<file path="src/rtl/pws_pkg.sv">
package pws_pkg;
  typedef enum logic [1:0] {
    ST_IDLE  = 2'd0,
    ST_ISSUE = 2'd1,
    ST_WAIT  = 2'd2
  } pws_state_e;
endpackage

</file>
<file path="src/rtl/pws_chunk_calc.sv">
module pws_chunk_calc #(
  parameter int ADDR_W     = 24,
  parameter int CNT_W      = 16,
  parameter int PAGE_SHIFT = 8
) (
  input  logic [ADDR_W-1:0]   cur_addr,
  input  logic [CNT_W-1:0]    bytes_left,
  output logic [PAGE_SHIFT:0] chunk_len
);
  localparam int LEN_W      = PAGE_SHIFT + 1;
  localparam int PAGE_BYTES = 1 << PAGE_SHIFT;
  localparam int CMP_W      = (CNT_W > LEN_W) ? CNT_W : LEN_W;

  logic [LEN_W-1:0] room;
  logic [CMP_W-1:0] left_w;
  logic [CMP_W-1:0] room_w;

  // bytes between the cursor and the next page edge
  always_comb begin
    room   = LEN_W'(PAGE_BYTES) - {1'b0, cur_addr[PAGE_SHIFT-1:0]};
    left_w = CMP_W'(bytes_left);
    room_w = CMP_W'(room);
    if (left_w < room_w) chunk_len = left_w[LEN_W-1:0];
    else                 chunk_len = room;
  end
endmodule

</file>
<file path="src/rtl/pws_cursor.sv">
module pws_cursor #(
  parameter int ADDR_W     = 24,
  parameter int CNT_W      = 16,
  parameter int PAGE_SHIFT = 8
) (
  input  logic                clk,
  input  logic                rst_n,
  input  logic                load,
  input  logic [ADDR_W-1:0]   load_addr,
  input  logic [CNT_W-1:0]    load_count,
  input  logic                advance,
  input  logic [PAGE_SHIFT:0] step,
  output logic [ADDR_W-1:0]   cur_addr,
  output logic [CNT_W-1:0]    bytes_left,
  output logic [CNT_W-1:0]    buf_offset
);
  always_ff @(posedge clk) begin
    if (!rst_n) begin
      cur_addr   <= '0;
      bytes_left <= '0;
      buf_offset <= '0;
    end else if (load) begin
      cur_addr   <= load_addr;
      bytes_left <= load_count;
      buf_offset <= '0;
    end else if (advance) begin
      cur_addr   <= cur_addr + ADDR_W'(step);
      bytes_left <= bytes_left - CNT_W'(step);
      buf_offset <= buf_offset + CNT_W'(step);
    end
  end
endmodule

</file>
<file path="src/rtl/page_write_splitter.sv">
module page_write_splitter
  import pws_pkg::*;
#(
  parameter int ADDR_W     = 24,
  parameter int CNT_W      = 16,
  parameter int PAGE_SHIFT = 8
) (
  input  logic                clk,
  input  logic                rst_n,
  input  logic                req_valid,
  output logic                req_ready,
  input  logic [ADDR_W-1:0]   req_addr,
  input  logic [CNT_W-1:0]    req_count,
  output logic                req_done,
  output logic                burst_valid,
  input  logic                burst_ready,
  output logic [ADDR_W-1:0]   burst_addr,
  output logic [PAGE_SHIFT:0] burst_len,
  output logic [CNT_W-1:0]    burst_offset,
  input  logic                burst_done
);
  localparam int LEN_W      = PAGE_SHIFT + 1;
  localparam int PAGE_BYTES = 1 << PAGE_SHIFT;

  pws_state_e state_q, state_d;
  logic       zero_done_q;
  logic       req_fire, final_done, issue_fire;
  logic [ADDR_W-1:0] cur_addr;
  logic [CNT_W-1:0]  bytes_left, buf_offset;
  logic [LEN_W-1:0]  chunk_len;

  assign final_done = (state_q == ST_WAIT) && burst_done && (bytes_left == '0);
  assign req_ready  = (state_q == ST_IDLE) || final_done;
  assign req_fire   = req_valid && req_ready;
  assign issue_fire = (state_q == ST_ISSUE) && burst_ready;
  assign req_done   = zero_done_q || final_done;

  assign burst_valid  = (state_q == ST_ISSUE);
  assign burst_addr   = cur_addr;
  assign burst_len    = chunk_len;
  assign burst_offset = buf_offset;

  pws_chunk_calc #(.ADDR_W(ADDR_W), .CNT_W(CNT_W), .PAGE_SHIFT(PAGE_SHIFT)) u_calc (
    .cur_addr   (cur_addr),
    .bytes_left (bytes_left),
    .chunk_len  (chunk_len)
  );

  pws_cursor #(.ADDR_W(ADDR_W), .CNT_W(CNT_W), .PAGE_SHIFT(PAGE_SHIFT)) u_cursor (
    .clk        (clk),
    .rst_n      (rst_n),
    .load       (req_fire),
    .load_addr  (req_addr),
    .load_count (req_count),
    .advance    (issue_fire),
    .step       (chunk_len),
    .cur_addr   (cur_addr),
    .bytes_left (bytes_left),
    .buf_offset (buf_offset)
  );

  always_comb begin
    state_d = state_q;
    unique case (state_q)
      ST_IDLE:  if (req_fire) state_d = (req_count == '0) ? ST_IDLE : ST_ISSUE;
      ST_ISSUE: if (burst_ready) state_d = ST_WAIT;
      ST_WAIT: begin
        if (burst_done) begin
          if (bytes_left != '0)  state_d = ST_ISSUE;
          else if (req_fire)     state_d = (req_count == '0) ? ST_IDLE : ST_ISSUE;
          else                   state_d = ST_IDLE;
        end
      end
      default: state_d = ST_IDLE;
    endcase
  end

  always_ff @(posedge clk) begin
    if (!rst_n) begin
      state_q     <= ST_IDLE;
      zero_done_q <= 1'b0;
    end else begin
      state_q     <= state_d;
      zero_done_q <= req_fire && (req_count == '0);
    end
  end

  // page edge is never crossed
  assert_page_bound_R2: assert property (@(posedge clk) disable iff (!rst_n)
    burst_valid |-> ({1'b0, burst_addr[PAGE_SHIFT-1:0]} + LEN_W'(burst_len)) <= (LEN_W+1)'(PAGE_BYTES));

  assert_len_range_R3: assert property (@(posedge clk) disable iff (!rst_n)
    burst_valid |-> (burst_len != '0) && (burst_len <= LEN_W'(PAGE_BYTES)));

  assert_hold_R9: assert property (@(posedge clk) disable iff (!rst_n)
    (burst_valid && !burst_ready) |=> (burst_valid && $stable(burst_addr) &&
                                        $stable(burst_len) && $stable(burst_offset)));

  assert_one_outstanding_R10: assert property (@(posedge clk) disable iff (!rst_n)
    (burst_valid && burst_ready) |=> !burst_valid);

  assert_zero_count_R11: assert property (@(posedge clk) disable iff (!rst_n)
    (req_valid && req_ready && (req_count == '0)) |=> (req_done && !burst_valid));

  assert_busy_R13: assert property (@(posedge clk) disable iff (!rst_n)
    burst_valid |-> !req_ready);
endmodule

</file>
<file path="config.mk">
export PLATFORM = sky130hd
export DESIGN_NAME = page_write_splitter
export DESIGN_NICKNAME = d
export VERILOG_FILES = /design/src/rtl/pws_pkg.sv /design/src/rtl/pws_chunk_calc.sv /design/src/rtl/pws_cursor.sv /design/src/rtl/page_write_splitter.sv
export SDC_FILE = /design/constraint.sdc
export NUM_CORES = 1
export LEC_CHECK = 0
export BUFFER_PORTS_ARGS = -buffer_cell sky130_fd_sc_hd__clkbuf_2
export CELL_PAD_IN_SITES_DETAIL_PLACEMENT = 1
export CELL_PAD_IN_SITES_GLOBAL_PLACEMENT = 2
export CORE_MARGIN = 3
export CORE_UTILIZATION = 29
export CTS_CLUSTER_DIAMETER = 200
export DETAILED_ROUTE_END_ITERATION = 12
export GPL_ROUTABILITY_DRIVEN = 0
export PLACE_DENSITY = 0.78
export REMOVE_ABC_BUFFERS = 1
export SETUP_SLACK_MARGIN = 0.02
export SLEW_MARGIN = 20
export SYNTH_ARGS = -nofsm -noshare
export SYNTH_HDL_FRONTEND = slang
export SYNTH_SLANG_ARGS = --single-unit
</file>
<file path="constraint.sdc">
create_clock -name clk -period 5.04 [get_ports clk]
set_clock_uncertainty 0.15 [all_clocks]
set_input_delay 1.008 -clock clk [delete_from_list [all_inputs] [get_ports clk]]
set_output_delay 1.008 -clock clk [all_outputs]
set_load 0.02 [all_outputs]
</file>
==> flow_summary_export.csv, run 1 <==
group,metric,value,unit
global_routing,grt_max_degree,28,
critical_path,cp_max_fo,14,
yosys,ys.warnings.count,0,
timing,slew_headroom,0.331,
floorplanning,num_rows,46,
flow_run,maxCapViolCount,0,
timing,clock.fmax,207,MHz
drt,highest_layer,"met4",
critical_path,r2r-end,"u_cursor.cur_addr[12]",
layout,stdcell_count,950,
timing,slew_violations,0,
layout,drive_above_1_share,0.241,
floorplanning,chipHeight,134,um
timing,finalSetupViolCount,0,
cts,clock_path_buffers,2,
power,peakVddDrop,213,uV
floorplanning,coreArea,0.0160,mm2
timing,post-route-period-util,0.958,
global_routing,antenna_found_initial,0,
cts,path_clk_slew,0.06,ns
layout,seqCellArea,0.00118,mm2
placement,placedCellCount,928,
critical_path,worstSetupEndpoint,"u_cursor.cur_addr[12]",
outcome,status,"complete, no violations",
critical_path,crit_required,5.12,ns
critical_path,r2r_cells,16,
yosys,syn_area,0.00476,mm2
global_routing,grt_overflow_total,0,
drt,first_iter_violations,277,
placement,dp_worst_setup_slack,-0.0821,ns
drt,wirelength,18000,um
global_routing,grt_first_pass_wirelength,28900,um
placement,dpl_cell_area,0.00554,mm2
drt,drt_first_pass_iters,4,
min_path,worstHoldPathType,"flop to flop",
cts,cts_sinks,59,
timing,layout_setup_ws,0.210,ns
yosys,async_reset_ff_frac,0,
timing,min_period,4.83,ns
critical_path,r2r_start,"u_cursor.bytes_left[9]",
power,power,2.82,mW
drt,antenna_left,0,
floorplanning,start_util,0.298,
drt,routedWlPerCell,19.0,um
yosys,seq_area_frac_synth,0.248,
layout,area_growth,25.6,%
placement,numPortBuffers,96,
yosys,synth_cells,625,
critical_path,crit_start,"u_cursor.bytes_left[9]",
yosys,synth_edf_count,0,
min_path,min_delay_path_depth,2,
timing,timing.final.hold_violations,0,
drt,via_count,5282,
drt,met2_length,8930,um
layout,final_area,0.00598,mm2
critical_path,cp-start-kind,"flop",
cts,clk_latency,0.34,ns
layout,fillerInstances,2020,
drt,via_per_inst,5.56,
cts,cts_hold_buf,0,
global_routing,grt_pass1_vias,5655,
cts,cts_root_buf,"clkbuf_16",
critical_path,worstSetupPathType,"flop to flop",
yosys,ys_ff_latch,59,
layout,final_util,0.374,
placement,dp.final_hpwl,13800,um
layout,antenna_cells,0,
drt,routed-wl-met3,835,um
yosys,dominantRegCellSynth,"dfxtp_1",
drt,drt-met1-wl,7840,um
cts,ctsHtreeMaxLevel,3,
floorplanning,io_pins,97,
layout,final_nets,815,
global_routing,gr-usage-all-layers,0.199,
critical_path,rrSetupSlack,0.21,ns
power,power.density,472,mW/mm2
timing,tightest_slew,1.00,ns
critical_path,crit_path_end_kind,"flop",
drt,drcViolationCount,0,
yosys,syn_area_per_cell,7.62,um2
yosys,ys_types,58,
cts,tritoncts,"built",
floorplanning,die_w,134,um
power,p_leak,2.51,nW
floorplanning,dieArea,0.0180,mm2
critical_path,arrival,4.91,ns
layout,multiInputGateArea,0.00345,mm2
cts,cts_buffers,9,
==> final cells by class <==
class | count | share of cell area
clock buffer | 11 | 0.0406
clock inverter | 3 | 0.00669
inverter | 24 | 0.0151
multi-input combinational | 511 | 0.577
sequential | 59 | 0.198
tap | 216 | 0.0452
timing repair buffer | 126 | 0.118
==> cell families (layout without fill, tap and decap cells) <==
group / after synthesis / count (layout) / synth area share
buffers and inverters: 55 / 164 / 0.0470
adder cells (fa/ha/maj): 39 / 39 / 0.107
flip-flops: 59 / 59 / 0.248
AO/OA/AOI/OAI: 191 / 191 / 0.271
multiplexers: 8 / 8 / 0.0179
XOR/XNOR: 27 / 27 / 0.0497
AND/OR/NAND/NOR: 246 / 246 / 0.259
==> worst max-delay path: stages (launching register included) <==
cell	delay (ns)
dfxtp_1	0.35
or4_1	0.61
or4_4	0.52
nor2_2	0.21
buf_4	0.23
buf_4	0.18
a21oi_1	0.08
a31oi_1	0.27
nand2_1	0.22
ha_1	0.39
a21oi_1	0.29
nor2_1	0.09
o21ai_0	0.15
o31a_1	0.31
clkbuf_2	0.24
nor4_1	0.07
or3_1	0.36
==> what timing repair did <==
| item | 4_1_cts | 5_1_grt |
|---|---|---|
| buffers inserted | 4 | 4 |
| pin swaps | 2 | 6 |
| endpoints found under the hold margin | 0 | 0 |
| gates resized for setup | 3 | 24 |
| cloned | 0 | 0 |
| endpoints found under the setup margin | 5 | 23 |
==> metrics by stage <==
step	hold WS, ns	TNS [ns]
floorplan	0.333	-0.292
global placement	0.313	0
detailed placement	0.323	-0.238
CTS	0.331	0
global route	0.367	-0.0809
finish	0.330	0
==> report_power, final <==
group | total (mW) | switching, mW | internal [mW]
Combinational | 1.63 | 0.989 | 0.638
Clock | 0.613 | 0.225 | 0.389
Sequential | 0.582 | 0.0692 | 0.513
Total | 2.82 | 1.28 | 1.54
==> cell usage in the layout, fill, tap and decap left out, types with 5 or more instances in the layout <==
cell and n:
xnor2_1 11, a221oi_1 7, o21a_1 6, a31oi_1 26, nand2b_1 7, nor2b_1 5, o21ai_0 22, nor2_1 56
and3_1 10, inv_1 24, clkbuf_16 9, a21o_1 8, xor2_1 13, nand2_1 59, nand3_1 24, nor4_1 8
buf_4 29, a211oi_1 10, dfxtp_1 57, or3_1 9, nor3_1 15, and2_1 11, clkbuf_2 97, or2_2 7
nand4_1 12, a22oi_1 12, o211ai_1 17, ha_1 33, a21oi_1 46
==> synthesized netlist by cell type, drive strengths merged (5+ instances only) <==
| cell | count | area [um2] |
|---|---|---|
| o21a | 6 | 45.0 |
| xnor2 | 13 | 114 |
| a22oi | 12 | 90.1 |
| or4 | 6 | 48.8 |
| a21oi | 47 | 235 |
| a221oi | 7 | 61.3 |
| inv | 24 | 90.1 |
| nor2 | 58 | 220 |
| nor2b | 5 | 31.3 |
| nand2 | 61 | 229 |
| and2 | 11 | 68.8 |
| dfxtp | 59 | 1180 |
| o211ai | 17 | 128 |
| or3 | 9 | 56.3 |
| ha | 36 | 450 |
| a31oi | 27 | 169 |
| nor4 | 9 | 56.3 |
| a211oi | 11 | 82.6 |
| clkbuf | 22 | 82.6 |
| or2 | 7 | 43.8 |
| nand2b | 7 | 43.8 |
| nor3 | 15 | 75.1 |
| o311ai | 8 | 70.1 |
| nand3 | 24 | 120 |
| a21o | 8 | 60.1 |
| buf | 9 | 51.3 |
| and3 | 10 | 62.6 |
| nand4 | 12 | 75.1 |
| xor2 | 14 | 123 |
| o21ai | 25 | 125 |
==> registers in the layout, summed over array words and instances (netlist names) <==
| name | cells |
|---|---|
| u_cursor.cur_addr | 24 |
| u_cursor.buf_offset | 16 |
| u_cursor.bytes_left | 16 |
| state_q | 2 |
| zero_done_q | 1 |
==> per-layer routing <==
layer	vias to the layer above	GRT usage
met5	-	0
met3	32	0.0443
li1	2551	-
met4	0	0.0667
met2	112	0.345
met1	2587	0.245
==> worst min path at each step <==
stage / from / endpoint / slack (ns)
finish: u_cursor.buf_offset[0] / u_cursor.buf_offset[0] / 0.33
global route: u_cursor.buf_offset[0] / u_cursor.buf_offset[0] / 0.37
detailed placement: u_cursor.buf_offset[6] / u_cursor.buf_offset[6] / 0.32
floorplan: u_cursor.bytes_left[13] / u_cursor.bytes_left[13] / 0.33
global placement: u_cursor.buf_offset[6] / u_cursor.buf_offset[6] / 0.31
CTS: u_cursor.buf_offset[0] / u_cursor.buf_offset[0] / 0.33
Power figures use the tool's default switching activity.
==> run 2: changes to the inputs <==
--- a/config.mk
+++ b/config.mk
@@ -9,11 +9,11 @@
 export CELL_PAD_IN_SITES_DETAIL_PLACEMENT = 1
 export CELL_PAD_IN_SITES_GLOBAL_PLACEMENT = 2
 export CORE_MARGIN = 3
-export CORE_UTILIZATION = 29
+export CORE_UTILIZATION = 34
 export CTS_CLUSTER_DIAMETER = 200
 export DETAILED_ROUTE_END_ITERATION = 12
 export GPL_ROUTABILITY_DRIVEN = 0
-export PLACE_DENSITY = 0.78
+export PLACE_DENSITY = 0.86
 export REMOVE_ABC_BUFFERS = 1
 export SETUP_SLACK_MARGIN = 0.02
 export SLEW_MARGIN = 20
==> constraint.sdc (replaced) <==
create_clock -name clk -period 6.2 [get_ports clk]
set_clock_uncertainty 0.15 [all_clocks]
set_input_delay 1.24 -clock clk [delete_from_list [all_inputs] [get_ports clk]]
set_output_delay 1.24 -clock clk [all_outputs]
set_load 0.02 [all_outputs]
==> flow_summary_export.csv, run 2 (synthesized netlist as in run 1, its figures left out) <==
group,metric,value,unit
outcome,status,"complete, no violations",
drt,via_count,5181,
cts,cts_sinks,59,
power,p_leak,2.39,nW
floorplanning,chipHeight,124,um
drt,drcViolationCount,0,
floorplanning,coreArea,0.0135,mm2
placement,dp.final_hpwl,12800,um
cts,ctsHtreeMaxLevel,3,
cts,cts_hold_buf,0,
timing,rsz0062_at_grt,"no",
floorplanning,dieArea,0.0155,mm2
layout,final_common_cell,"clkbuf_2",
cts,post_cts_resized,0,
cts,cts_setup_buffers,0,
layout,antenna_cells,0,
power,p_comb_frac,0.553,
drt,met2_length,8460,um
drt,routed-wl-met3,711,um
critical_path,cp-start-kind,"flop",
cts,clk_latency,0.34,ns
drt,highest_layer,"met4",
layout,fillerInstances,1726,
floorplanning,die_w,124,um
timing,slew_headroom,0.279,
timing,tightest_slew,1.08,ns
power,power,2.20,mW
layout,final_nets,791,
critical_path,worstSetupPathType,"flop to flop",
timing,final.setup.tns,0,ns
drt,drt_first_pass_iters,5,
drt,first_iter_violations,298,
drt,drt-met1-wl,7570,um
global_routing,grt_pass1_vias,5521,
timing,post-route-period-util,0.915,
power,p_sw,1.01,mW
power,pwr-share-clk,0.231,
global_routing,gr-usage-all-layers,0.221,
critical_path,crit_path_end_kind,"flop",
drt,wirelength,17000,um
placement,dpl_cell_area,0.00538,mm2
layout,final_area,0.00567,mm2
min_path,worstHoldPathType,"flop to flop",
drt,routedWlPerCell,19.1,um
power,seqPwrFrac,0.216,
timing,slew_violations,0,
flow_run,maxCapViolCount,0,
layout,drive_above_1_share,0.192,
cts,cts_root_buf,"clkbuf_16",
power,power.internal,1.19,mW
layout,area_growth,19.1,%
cts,tritoncts,"built",
cts,path_clk_slew,0.06,ns
global_routing,grt_overflow_total,0,
critical_path,crit_required,6.32,ns
placement,numPortBuffers,96,
timing,min_period,5.67,ns
global_routing,grt_max_degree,40,
timing,timing.final.hold_violations,0,
floorplanning,num_rows,42,
global_routing,grt_first_pass_wirelength,28000,um
critical_path,cp_max_fo,13,
drt,antenna_left,0,
global_routing,antenna_found_initial,0,
timing,finalSetupViolCount,0,
layout,final_cell_mix,"clkbuf_2 (96), nand2_1 (61), dfxtp_1 (59)",
critical_path,arrival,5.79,ns
cts,clock_path_buffers,2,
floorplanning,start_util,0.354,
timing,clock.fmax,176,MHz
power,swShare,0.458,
layout,top_register,"u_cursor.cur_addr",
floorplanning,io_pins,97,
drt,via_per_inst,5.83,
layout,largestRegisters,"u_cursor.cur_addr: 24 flops, u_cursor.buf_offset: 16 flops, u_cursor.bytes_left: 16 flops",
layout,largest_reg_flops,24,
power,power.density,388,mW/mm2
cts,cts_buffers,9,
power,peakVddDrop,214,uV
[run 2: critical path, stage by stage (launching register included)]
cell,delay [ns]
dfxtp_1,0.39
nor4_1,0.40
nand2_1,0.11
xor2_1,0.19
inv_1,0.09
ha_1,0.31
and4_1,0.23
nand2_1,0.07
o21ai_0,0.12
a31oi_1,0.61
nand4_1,0.18
o211ai_1,0.24
ha_1,0.29
inv_1,0.07
fa_1,0.40
nand2b_1,0.21
a21oi_1,0.19
o211ai_1,0.18
o31a_1,0.42
or4_1,0.55
a31oi_1,0.18
[run 2: cell type report]
type,instances,area [um2],area share
timing repair buffer,102,526,0.0927
clock inverter,6,55.1,0.00971
sequential,59,1180,0.208
clock buffer,10,239,0.0421
tap,176,220,0.0388
inverter,24,90.1,0.0159
multi-input combinational,511,3360,0.593
[run 2: final timing paths]
path	start	to	slack, ns	cells past startpoint
min reg2reg	u_cursor.buf_offset[6]	u_cursor.buf_offset[6]	0.32	2
max	u_cursor.cur_addr[2]	u_cursor.cur_addr[14]	0.53	20
max reg2reg	u_cursor.cur_addr[2]	u_cursor.cur_addr[14]	0.53	20
min	u_cursor.buf_offset[6]	u_cursor.buf_offset[6]	0.32	2
[run 2: power by group through the flow]
stage / Clock [mW] / Sequential [mW] / Combinational [mW]
global placement: 0 / 0.480 / 1.16
finish: 0.507 / 0.476 / 1.22
detailed placement: 0 / 0.482 / 1.20
CTS: 0.522 / 0.475 / 1.21
global route: 0.537 / 0.483 / 1.36
floorplan: 0 / 0.487 / 0.848
[run 2: metrics by stage]
step	hold slack, ns	setup WS (ns)	util	instances
final	0.323	0.528	0.422	888
after global routing	0.348	0.122	0.422	888
after CTS	0.328	0.572	0.422	888
after detailed placement	0.318	0.642	0.400	872
after global placement	0.309	0.876	0.399	872
after floorplan	0.333	1.08	-	594
[run 2: metal layers]
layer  track usage  vias to the layer above
li1              -                     2508
met1         0.265                     2534
met2         0.390                      123
met3        0.0480                       16
met4        0.0722                        0
met5             0                        -
==> run 3: changes to the inputs <==
--- a/config.mk
+++ b/config.mk
@@ -13,7 +13,7 @@
 export CTS_CLUSTER_DIAMETER = 200
 export DETAILED_ROUTE_END_ITERATION = 12
 export GPL_ROUTABILITY_DRIVEN = 0
-export PLACE_DENSITY = 0.86
+export PLACE_DENSITY_LB_ADDON = 0.3
 export REMOVE_ABC_BUFFERS = 1
 export SETUP_SLACK_MARGIN = 0.02
 export SLEW_MARGIN = 20
==> flow_summary_export.csv, run 3 (synthesized netlist as in run 1, its figures left out) <==
group,metric,value,unit
critical_path,arrival,5.77,ns
placement,numPortBuffers,96,
drt,via_count,5153,
critical_path,cpMaxStageDelayCell,"a31oi_1",
cts,cts_sinks,59,
placement,placedCellCount,873,
layout,top_register,"u_cursor.cur_addr",
power,power.density,385,mW/mm2
power,p_leak,2.39,nW
floorplanning,dieArea,0.0155,mm2
layout,antenna_cells,0,
drt,wirelength,16700,um
global_routing,antenna_found_initial,0,
outcome,status,"complete, no violations",
power,pwr-share-clk,0.232,
placement,dp.final_hpwl,12600,um
layout,final_nets,792,
cts,cts_setup_buffers,0,
floorplanning,start_util,0.354,
layout,area_growth,19.2,%
timing,clock.fmax,177,MHz
layout,final_cell_mix,"clkbuf_2 (96), nand2_1 (61), dfxtp_1 (59)",
floorplanning,num_rows,42,
timing,tightest_slew,0.815,ns
layout,largest_reg_flops,24,
global_routing,grt_max_degree,41,
cts,ctsHtreeMaxLevel,3,
timing,min_period,5.66,ns
cts,tritoncts,"built",
cts,path_clk_slew,0.06,ns
floorplanning,die_w,124,um
layout,stdcell_count,889,
layout,seqCellArea,0.00118,mm2
critical_path,cp_max_fo,13,
layout,multiInputGateArea,0.00336,mm2
critical_path,critPathMaxStageDelay,0.63,ns
cts,clock_path_buffers,2,
drt,antenna_left,0,
critical_path,cp-start-kind,"flop",
power,swShare,0.454,
global_routing,grt_overflow_total,0,
cts,cts_buffers,9,
cts,clk_latency,0.34,ns
critical_path,path_delay_family,"compound AO/OA/AOI/OAI gates",
power,p_comb_frac,0.551,
timing,post-route-period-util,0.913,
critical_path,worstSetupPathType,"flop to flop",
drt,via_per_inst,5.80,
cts,cts_hold_buf,0,
critical_path,crit_required,6.31,ns
timing,slew_violations,0,
drt,drcViolationCount,0,
drt,drt_first_pass_iters,4,
layout,drive_above_1_share,0.194,
power,seqPwrFrac,0.217,
timing,finalSetupViolCount,0,
power,p_sw,992,uW
critical_path,cp_cell_sequence,"nor4_1 -> nand2_1 -> xor2_1 -> inv_1 -> ha_1 -> and4_1 -> nand2_1 -> o21ai_0 -> a31oi_1 -> nand4_1 -> o211ai_1 -> ha_1 -> inv_1 -> fa_1 -> nand2b_1 -> a21oi_1 -> o211ai_1 -> o31a_1 -> or4_1 -> a31oi_1",
critical_path,crit_path_end_kind,"flop",
flow_run,maxCapViolCount,0,
layout,largestRegisters,"u_cursor.cur_addr: 24 flops, u_cursor.buf_offset: 16 flops, u_cursor.bytes_left: 16 flops",
critical_path,critical_path_buf_inv_count,2,
global_routing,grt_pass1_vias,5375,
power,power.internal,1.19,mW
cts,cts_root_buf,"clkbuf_16",
floorplanning,coreArea,0.0135,mm2
timing,timing.final.hold_violations,0,
layout,fillerInstances,1713,
timing,slew_headroom,0.454,
global_routing,grt_first_pass_wirelength,27600,um
global_routing,gr-usage-all-layers,0.218,
drt,first_iter_violations,259,
power,peakVddDrop,162,uV
timing,rsz0062_at_grt,"no",
timing,final.setup.tns,0,ns
cts,post_cts_resized,0,
layout,final_common_cell,"clkbuf_2",
floorplanning,io_pins,97,
min_path,worstHoldPathType,"flop to flop",
floorplanning,chipHeight,124,um
drt,routedWlPerCell,18.8,um
## run 3: area by class of cell
| cell class | count | area share |
|---|---|---|
| multi-input cells | 511 | 0.591 |
| flip-flops and latches | 59 | 0.208 |
| repair buffers | 103 | 0.0939 |
| clock buffers | 10 | 0.0421 |
| well taps | 176 | 0.0388 |
| inverters | 24 | 0.0159 |
| clock inverters | 6 | 0.00970 |
## run 3: worst register-to-register path, stage by stage (launching register included)
cell,delay [ns]
dfxtp_1,0.39
nor4_1,0.44
nand2_1,0.12
xor2_1,0.19
inv_1,0.08
ha_1,0.31
and4_1,0.23
nand2_1,0.07
o21ai_0,0.10
a31oi_1,0.63
nand4_1,0.17
o211ai_1,0.27
ha_1,0.30
inv_1,0.07
fa_1,0.39
nand2b_1,0.18
a21oi_1,0.18
o211ai_1,0.17
o31a_1,0.41
or4_1,0.55
a31oi_1,0.19
## run 3: worst paths after layout
path / end / depth (start not counted) / slack (ns) / startpoint
setup reg to reg: u_cursor.cur_addr[14] / 20 / 0.54 / u_cursor.cur_addr[2]
hold reg to reg: u_cursor.buf_offset[6] / 2 / 0.34 / u_cursor.buf_offset[6]
hold / removal: u_cursor.buf_offset[6] / 2 / 0.34 / u_cursor.buf_offset[6]
setup / recovery: u_cursor.cur_addr[14] / 20 / 0.54 / u_cursor.cur_addr[2]
## run 3: per-layer routing
layer  track usage  part of all wire  up-vias
met5             0                 0        -
met4        0.0651             0.019        0
met3        0.0510             0.037       26
met2         0.382              0.49      101
met1         0.264              0.45     2511
li1              -                 -     2515
## run 3: per-stage QoR
stage	utilization	total power, mW	instance area (um2)	worst slack [ns]	hold WS (ns)
after floorplan	-	1.33	4630	1.08	0.333
after global placement	0.400	1.64	5380	0.849	0.310
after detailed placement	0.400	1.68	5380	0.569	0.322
after CTS	0.422	2.20	5670	0.514	0.331
after global routing	0.422	2.37	5670	0.0361	0.360
final	0.422	2.18	5670	0.539	0.337
## run 3: power by group through the flow
| stage | clock [mW] | combinational (mW) | sequential, mW |
|---|---|---|---|
| after floorplan | 0 | 0.848 | 0.487 |
| after global placement | 0 | 1.16 | 0.479 |
| after detailed placement | 0 | 1.20 | 0.481 |
| after CTS | 0.519 | 1.21 | 0.473 |
| after global routing | 0.533 | 1.36 | 0.483 |
| final | 0.506 | 1.20 | 0.474 |
